`src/rtl/pinbank_pkg.sv`:
```
package pinbank_pkg;
  localparam int unsigned PINS_PER_BANK = 8;
  localparam int unsigned BANK_STRIDE   = 8;
  localparam int unsigned HOLE_BASE     = 'h90;
  localparam int unsigned HOLE_SIZE     = 'h10;

  typedef enum logic {
    SEL_VALUE = 1'b0,
    SEL_DIR   = 1'b1
  } reg_sel_e;
endpackage

```
`src/rtl/pinbank_decode.sv`:
```
module pinbank_decode
  import pinbank_pkg::*;
#(
  parameter int unsigned NUM_BANKS = 20,
  parameter int unsigned ADDR_W    = 12,
  parameter int unsigned IDX_W     = 5
) (
  input  logic [ADDR_W-1:0] addr,
  output logic              hit,
  output reg_sel_e          sel,
  output logic [IDX_W-1:0]  bank_idx
);
  localparam int unsigned SLOT_W = ADDR_W - 3;
  localparam logic [SLOT_W-1:0] HOLE_LO = SLOT_W'(HOLE_BASE / BANK_STRIDE);
  localparam logic [SLOT_W-1:0] HOLE_HI = SLOT_W'((HOLE_BASE + HOLE_SIZE) / BANK_STRIDE);
  localparam logic [SLOT_W-1:0] SKIP    = SLOT_W'(HOLE_SIZE / BANK_STRIDE);
  localparam logic [SLOT_W-1:0] NB      = SLOT_W'(NUM_BANKS);

  logic [SLOT_W-1:0] slot;
  logic [SLOT_W-1:0] cand;
  logic              in_map;

  assign slot = addr[ADDR_W-1:3];

  always_comb begin
    cand   = '0;
    in_map = 1'b0;
    if (slot != '0 && slot < HOLE_LO) begin
      cand   = slot - SLOT_W'(1);
      in_map = 1'b1;
    end else if (slot >= HOLE_HI) begin
      cand   = slot - SLOT_W'(1) - SKIP;
      in_map = 1'b1;
    end
  end

  assign hit      = in_map && (addr[1:0] == 2'b00) && (cand < NB);
  assign sel      = addr[2] ? SEL_DIR : SEL_VALUE;
  assign bank_idx = cand[IDX_W-1:0];
endmodule

```
`src/rtl/pinbank_sync.sv`:
```
module pinbank_sync #(
  parameter int unsigned W = 8
) (
  input  logic         clk,
  input  logic         rst_n,
  input  logic [W-1:0] d,
  output logic [W-1:0] q
);
  logic [W-1:0] stage1_q;
  logic [W-1:0] stage2_q;

  always_ff @(posedge clk or negedge rst_n) begin
    if (!rst_n) begin
      stage1_q <= '0;
      stage2_q <= '0;
    end else begin
      stage1_q <= d;
      stage2_q <= stage1_q;
    end
  end

  assign q = stage2_q;
endmodule

```
`src/rtl/pinbank_bank.sv`:
```
module pinbank_bank #(
  parameter int unsigned PINS = 8
) (
  input  logic            clk,
  input  logic            rst_n,
  input  logic            value_we,
  input  logic            dir_we,
  input  logic [PINS-1:0] wdata,
  output logic [PINS-1:0] value_q,
  output logic [PINS-1:0] dir_q
);
  logic [PINS-1:0] value_d;
  logic [PINS-1:0] dir_d;

  always_comb begin
    value_d = value_q;
    dir_d   = dir_q;
    if (value_we) value_d = wdata;
    if (dir_we)   dir_d   = wdata;
  end

  always_ff @(posedge clk or negedge rst_n) begin
    if (!rst_n) begin
      value_q <= '0;
      dir_q   <= '1;
    end else begin
      if (value_we) value_q <= value_d;
      if (dir_we)   dir_q   <= dir_d;
    end
  end
endmodule

```
`src/rtl/pinbank_gpio.sv`:
```
module pinbank_gpio
  import pinbank_pkg::*;
#(
  parameter int unsigned NUM_BANKS = 20,
  parameter int unsigned ADDR_W    = 12,
  localparam int unsigned NPINS    = NUM_BANKS * PINS_PER_BANK
) (
  input  logic              clk,
  input  logic              rst_n,
  input  logic              req_valid,
  input  logic              req_write,
  input  logic [ADDR_W-1:0] req_addr,
  input  logic [31:0]       req_wdata,
  output logic [31:0]       rd_data,
  input  logic [NPINS-1:0]  pad_in,
  output logic [NPINS-1:0]  pad_out,
  output logic [NPINS-1:0]  pad_oe
);
  localparam int unsigned IDX_W = (NUM_BANKS > 1) ? $clog2(NUM_BANKS) : 1;
  localparam int unsigned PPB   = PINS_PER_BANK;

  logic             hit;
  reg_sel_e         sel;
  logic [IDX_W-1:0] bank_idx;
  logic [NPINS-1:0] pad_sync;
  logic [PPB-1:0]   value_arr [NUM_BANKS];
  logic [PPB-1:0]   dir_arr   [NUM_BANKS];
  logic [PPB-1:0]   sync_arr  [NUM_BANKS];
  logic             wr_acc;
  logic             rd_acc;
  logic [31:0]      rd_d;
  logic [31:0]      rd_q;

  pinbank_decode #(
    .NUM_BANKS(NUM_BANKS),
    .ADDR_W   (ADDR_W),
    .IDX_W    (IDX_W)
  ) u_decode (
    .addr    (req_addr),
    .hit     (hit),
    .sel     (sel),
    .bank_idx(bank_idx)
  );

  pinbank_sync #(.W(NPINS)) u_sync (
    .clk  (clk),
    .rst_n(rst_n),
    .d    (pad_in),
    .q    (pad_sync)
  );

  assign wr_acc = req_valid && req_write && hit;
  assign rd_acc = req_valid && !req_write;

  for (genvar b = 0; b < NUM_BANKS; b++) begin : g_bank
    logic sel_me;
    assign sel_me = wr_acc && (bank_idx == IDX_W'(b));

    pinbank_bank #(.PINS(PPB)) u_bank (
      .clk     (clk),
      .rst_n   (rst_n),
      .value_we(sel_me && (sel == SEL_VALUE)),
      .dir_we  (sel_me && (sel == SEL_DIR)),
      .wdata   (req_wdata[PPB-1:0]),
      .value_q (value_arr[b]),
      .dir_q   (dir_arr[b])
    );

    assign sync_arr[b]             = pad_sync[b*PPB +: PPB];
    assign pad_out[b*PPB +: PPB]   = value_arr[b];
    assign pad_oe[b*PPB +: PPB]    = ~dir_arr[b];
  end

  always_comb begin
    rd_d = '0;
    if (hit) begin
      if (sel == SEL_DIR) begin
        rd_d[PPB-1:0] = dir_arr[bank_idx];
      end else begin
        rd_d[PPB-1:0] = (dir_arr[bank_idx] & sync_arr[bank_idx]) |
                        (~dir_arr[bank_idx] & value_arr[bank_idx]);
      end
    end
  end

  always_ff @(posedge clk or negedge rst_n) begin
    if (!rst_n) begin
      rd_q <= '0;
    end else if (rd_acc) begin
      rd_q <= rd_d;
    end
  end

  assign rd_data = rd_q;
endmodule

```
`config.mk`:
```
export PLATFORM = sky130hd
export DESIGN_NAME = pinbank_gpio
export DESIGN_NICKNAME = d
export VERILOG_FILES = /design/src/rtl/pinbank_pkg.sv /design/src/rtl/pinbank_decode.sv /design/src/rtl/pinbank_sync.sv /design/src/rtl/pinbank_bank.sv /design/src/rtl/pinbank_gpio.sv
export SDC_FILE = /design/constraint.sdc
export NUM_CORES = 1
export LEC_CHECK = 0
export CORE_ASPECT_RATIO = 2
export CORE_MARGIN = 1.5
export CORE_UTILIZATION = 45
export DETAILED_ROUTE_END_ITERATION = 8
export PLACE_DENSITY = 0.75
export SYNTH_ARGS = -nofsm -noshare
export SYNTH_HDL_FRONTEND = slang
export SYNTH_SLANG_ARGS = --single-unit
export TNS_END_PERCENT = 20
```
`constraint.sdc`:
```
create_clock -name clk -period 1.9 [get_ports clk]
set_clock_uncertainty 0.1 [all_clocks]
set_input_delay 0.57 -clock clk [delete_from_list [all_inputs] [get_ports clk]]
set_output_delay 0.57 -clock clk [all_outputs]
set_load 0.02 [all_outputs]
```
Yosys cells after proc, flatten, opt, wreduce, memory -nomap -nowiden
Cells that the tools add are included.

Logic and storage cells: 180. Output and inout port bits: 352. Bits in registers: 648. Bits of input ports: 208.

Eq/ne operators: 19. Bitwise operators: 26. Muxes and demuxes: 16. Add/subtract/negate cells: 2. $lt $le $gt $ge: 4. Reductions and logical operators: 70.

Operators by type and width (count): NOT 8 bit (21); binary-select mux 8 bit (select 5 bit) (3); logical AND 1 bit (66); two-way mux 8 bit (8); equality test 5 x 4 -> 1 bit, second input constant (8); equality test 5 x 3 -> 1 bit, second input constant (4); equality test 5 bit, second input constant (4); less-than comparator 9 x 5 -> 1 bit, second input constant (2); two-way mux 9 bit (2); bitwise AND 8 bit (2); equality test 5 x 2 -> 1 bit, second input constant (2); greater-or-equal comparator 9 x 5 -> 1 bit, second input constant (1); nonzero test 9 bit (1); subtractor 9 x 1 -> 9 bit, second input constant (1); subtractor 9 x 2 -> 9 bit, second input constant (1); OR 8 bit (1); greater-or-equal comparator 6 bit, second input constant (1); NOT 5 -> 6 bit (1); equality test 5 x 1 -> 1 bit, second input constant (1); logical NOT 5 bit (1); two-way mux 1 bit (3); logical NOT 2 bit (1); logical NOT 1 bit (1); NOT 1 bit (1).

Depth between registers and ports, before layout
Word-level depth: 13. Mapped depth: 18. Gate-level depth less buffers: 11.

By module
A second synthesis with hierarchy kept.

Cell total of the unflattened synthesis: 1762. Area, all modules: 27629.0 µm².

By module, submodules not included: pinbank_bank (seq. area each 410.4 µm², area an instance 673.1 µm², cells each 34, times used 20); pinbank_sync (seq. area each 8007.7 µm², area an instance 8007.7 µm², cells each 320, times used 1); pinbank_gpio (seq. area each 200.2 µm², area an instance 5592.9 µm², cells each 684, times used 1); pinbank_decode (seq. area each 0.0 µm², area an instance 565.5 µm², cells each 78, times used 1).

Worst setup path before layout
OpenSTA, ideal clock, no wires.

Path type: in2reg. From: input port req_addr[3]. To: register g_bank[9].u_bank.value_q[0]. Data required time: 1.675 ns. Path buffers: 6. Arrival time: 4.957 ns. Stages: 17. Path slack: -3.282 ns. Setup time: 0.125 ns. Cells stage by stage: clkbuf_1 > buf_1 > clkbuf_1 > clkbuf_1 > inv_1 > ha_1 > xor2_1 > inv_1 > ha_1 > xor2_1 > o22ai_1 > a21oi_1 > o22a_1 > buf_4 > buf_6 > nor3_4 > mux2_4.

Longest elaborated chain between the ends: 9. Elaborated cells on any way between the ends: 17. Classes of those cells: add/sub: 2; order compare: 3; eq/ne: 1; mux: 4; reduce/logical: 7.

Ends and longest elaborated chain: start: declaration (RTL line pinbank_gpio.sv:12) `input logic [ADDR_W-1:0] req_addr,`; subtractor 9 x 1 -> 9 bit (RTL line pinbank_decode.sv:29, pinbank_decode.sv:32); subtractor 9 x 2 -> 9 bit (RTL line pinbank_decode.sv:32) `cand = slot - SLOT_W'(1) - SKIP;`; two-way mux 9 bit (RTL line pinbank_decode.sv:31) `end else if (slot >= HOLE_HI) begin`; two-way mux 9 bit (RTL line pinbank_decode.sv:28) `if (slot != '0 && slot < HOLE_LO) begin`; less-than comparator 9 x 5 -> 1 bit (RTL line pinbank_decode.sv:37) `assign hit = in_map && (addr[1:0] == 2'b00) && (cand < NB);`; logical AND 1 bit (RTL line pinbank_decode.sv:37); logical AND 1 bit (RTL line pinbank_gpio.sv:52) `assign wr_acc = req_valid && req_write && hit;`; logical AND 1 bit * (RTL line pinbank_gpio.sv:57) `assign sel_me = wr_acc && (bank_idx == IDX_W'(b));`; logical AND 1 bit * (RTL line pinbank_gpio.sv:62) `.value_we(sel_me && (sel == SEL_VALUE)),`; end signal: assignment (RTL line pinbank_bank.sv:27) `if (value_we) value_q <= value_d;`; end: declaration (RTL line pinbank_bank.sv:9) `output logic [PINS-1:0] value_q,`.

Every way passes the cells marked *; elsewhere a longest branch is shown, timed or not. A chain may end at the register's enable or synchronous reset.

Worst setup path after layout
From: input port req_addr[3]. To: register g_bank[14].u_bank.value_q[6].

Longest elaborated chain between the ends: 9. Elaborated cells on any way between the ends: 17. Classes of those cells: add/sub: 2; order compare: 3; eq/ne: 1; mux: 4; reduce/logical: 7.

Ends and longest elaborated chain (RTL line): subtractor 9 x 1 -> 9 bit (pinbank_decode.sv:29, pinbank_decode.sv:32); subtractor 9 x 2 -> 9 bit (pinbank_decode.sv:32); two-way mux 9 bit (pinbank_decode.sv:31); two-way mux 9 bit (pinbank_decode.sv:28); less-than comparator 9 x 5 -> 1 bit (pinbank_decode.sv:37); logical AND 1 bit (pinbank_decode.sv:37); logical AND 1 bit (pinbank_gpio.sv:52); logical AND 1 bit * (pinbank_gpio.sv:57); logical AND 1 bit * (pinbank_gpio.sv:62); end signal: assignment (pinbank_bank.sv:27); end: declaration (pinbank_bank.sv:9).

Marked as above.

==> impl_metrics.json <==
{
  "fillCellCount": 3792,
  "wirelength_mm": 105.6,
  "period_needed_ps": 3068,
  "r2r_end": "rd_data[0]",
  "yosysWarningCount": 0,
  "synth_top_area_share_pct": 46.01,
  "core_sq_mm": 0.05818,
  "peakVddDrop_mv": 0.9329,
  "synth_area_sq_mm": 0.02654,
  "tritoncts": "done",
  "slowest_stage": "or4_4",
  "hold_violations": 0,
  "tns_ps": -491540,
  "rows": 125,
  "gr-total-overflow": 0,
  "synth_top_cells_by_count": "dfrtp_1 (488), mux2_2 (362), inv_1 (167), dfstp_2 (160), clkbuf_1 (98)",
  "dp_hpwl_mm": 74.73,
  "path_cells": "buf_12, inv_6, ha_4, buf_6, o21bai_4, o211ai_1, buf_4, o2111ai_4, or4_4, a21oi_4, o21ai_4, buf_12, buf_12, nor3_4, buf_6, mux2_4",
  "yosysTopAreaCell": "dfrtp_1",
  "synth-main-ff-cell": "dfrtp_1",
  "die_y_microns": 346.5,
  "synth_area_per_cell_sq_um": 13.22,
  "drive_gt1_share_pct": 47.18,
  "htree_levels": 2,
  "r2r_start": "g_bank[11].u_bank.dir_q[0]",
  "crit_type": "input pin to flip-flop",
  "crit_family": "buffers and inverters",
  "grt_pass1_vias": 23160,
  "root_buffer": "clkbuf_16",
  "ant_nets": 0,
  "cts_sinks": 648,
  "grt_usage_pct": 34.39,
  "synth_edf_count": 0,
  "rrSetupSlack_ps": -710,
  "status": "finished, violations left",
  "ys_seq_area_share_pct": 61.85,
  "violations": "setup timing",
  "synth_area_leaders": "dfrtp_1 (46%), dfstp_2 (16%), mux2_2 (15%)",
  "critPathBufInv": 7,
  "numCtsBuffers": 54,
  "min_from": "u_sync.stage1_q[50]",
  "initial_core_util_pct": 45.62,
  "cpPeakStageDelay_ps": 540,
  "synth_seq_cells": 648,
  "synthArstFlopShare_pct": 100.0,
  "crit_top_cell": "buf_12",
  "setup_ws_ps": -1168,
  "synthMostInstantiatedCell": "dfrtp_1",
  "arrival_ps": 3480,
  "num_vias": 21520,
  "fin_crit_sh_pct": 161.5,
  "required_ps": 2310,
  "syn_to_final_growth_pct": 57.05,
  "hp-class": "flip-flop to flip-flop",
  "vias_per_cell": 5.665,
  "tightestPinTransition_ps": 687.5,
  "ff2ff_path_depth": 9,
  "fmax_ghz": 0.3260,
  "globalplace.congestion": 0.9730,
  "ios": 560,
  "drtPass1Iterations": 9,
  "drtIter0Drc": 1552,
  "slew_violations": 0,
  "p_leak_nw": 18.32,
  "final_area_sq_mm": 0.04169,
  "routedWlPerCell_microns": 27.80,
  "netlist_instances": 2007,
  "io_buffers": 511,
  "die_w_microns": 174.7,
  "setup_viol": 651,
  "p_per_area_mw_per_mm2": 777.4,
  "rsz0062_at_grt": "true",
  "synth_cell_type_count": 72,
  "finalNetCount": 3200,
  "cp_max_fo": 7,
  "worstHoldPathCells": 0,
  "grt_max_degree": 88,
  "clk_latency_ps": 640,
  "min_to": "u_sync.q[50]",
  "dieArea_sq_mm": 0.06054,
  "grt_first_pass_wirelength_mm": 151.2,
  "antenna_found_initial": 1,
  "cts_max_path_buffers": 3,
  "critPathLaunchType": "input pin",
  "place_area_sq_mm": 0.03681,
  "drt_drc_violations_left": 0,
  "max-slew-margin-rel_pct": 54.17,
  "end_kind": "flip-flop",
  "max_cap_viol_count": 0,
  "clk_pin_slew_ps": 80
}
-- power breakdown --
part,internal [mW],switching [mW]
Combinational,2.49,3.04
Clock,7.16,5.39
Sequential,14.2,0.137
Total,23.8,8.56
-- through the flow --
stage / power (mW) / cells / util [%] / hold slack, ps / worst slack [ps]
after CTS: 32.19 / 3783 / 70.50 / 239.0 / -1115
after global routing: 33.35 / 3798 / 71.65 / 252.5 / -1215
after global placement: 18.80 / 3612 / 63.26 / 233.1 / -2822
after detailed placement: 18.86 / 3612 / 63.26 / 234.7 / -2804
after floorplan: 16.24 / 2030 / - / 174.4 / -2109
final: 32.41 / 3798 / 71.65 / 237.4 / -1168
-- routing by layer --
metal	share of wire, %	routed length [microns]	up-vias	global-route usage (%)
li1	-	-	8998	-
met1	32	33830	10880	35.20
met5	0	0	-	0
met3	7.2	7563	410	6.686
met4	9.4	9966	0	27.30
met2	51	54200	1227	60.63
-- state kept, by name, indices dropped and copies added (netlist names) --
signal and count:
u_sync.stage1_q 160, g_bank.u_bank.dir_q 160, rd_data 8, u_sync.q 160, g_bank.u_bank.value_q 160
-- area by class of cell --
| cell class | instances | area [sq um] | share of cell area (%) |
|---|---|---|---|
| multi-input cells | 1062 | 10740 | 25.76 |
| well taps | 762 | 953.4 | 2.287 |
| clock inverters | 35 | 539.3 | 1.294 |
| flip-flops and latches | 648 | 16420 | 39.38 |
| repair buffers | 1056 | 10910 | 26.18 |
| inverters | 167 | 634.4 | 1.522 |
| diodes | 1 | 2.502 | 0.006003 |
| clock buffers | 67 | 1490 | 3.575 |
-- placed cells by master, fill, tap and decap left out, types with 10 or more instances in the layout --
master             n
nand3_1           26
inv_1            157
clkbuf_16         58
a21oi_1           31
nand2_1           62
nor2_1            78
mux2i_1           44
buf_4            413
o22ai_1           53
mux2_2           155
mux2_4           216
a22oi_1           10
clkdlybuf4s50_1  435
o21ai_0           30
bufinv_16         11
buf_6             75
buf_8             12
dfrtp_1          488
o221ai_1          19
nor3_4            30
o21a_1            24
a222oi_1          24
conb_1            24
dfstp_2          160
buf_12           106
a211oi_1          16
-- worst register-to-register path: stages (launching register included) --
cell      delay (ps)
dfstp_2          540
mux2i_1          120
buf_4            180
a222oi_1         620
o21ai_1          160
nor4_2           230
buf_4            170
buf_4            100
a211oi_1          40
a221oi_1         260
-- kinds of logic after synthesis --
family	share of synthesized area [%]
multiplexers	17.55
adder cells (fa/ha/maj)	0.1414
buffers and inverters	5.068
XOR/XNOR	0.1980
flip-flops	61.85
AND/OR/NAND/NOR	5.982
AO/OA/AOI/OAI	9.197
other	0.01413
-- timing repair --
item / 4_1_cts / 5_1_grt
cloned: 7 / 4
pin swaps: 84 / 39
setup buffers: 64 / 15
hold buffers: 1 / 0
endpoints found under the hold margin: 180 / 0
resized for setup: 379 / 149
setup endpoints to repair: 655 / 656
-- worst max path at each step --
stage,slack [ps],endpoint,startpoint,cells after the start
3_5_place_dp,-2800,rd_data[5],req_addr[4],14
6_report,-1170,g_bank[14].u_bank.value_q[6],req_addr[3],16
5_1_grt,-1220,g_bank[14].u_bank.value_q[6],req_addr[3],16
2_1_floorplan,-2110,g_bank[9].u_bank.value_q[0],req_addr[3],16
3_3_place_gp,-2820,rd_data[5],req_addr[4],12
4_1_cts,-1120,g_bank[9].u_bank.dir_q[0],req_addr[4],16
Note: power is estimated with default switching activity, not from simulation.
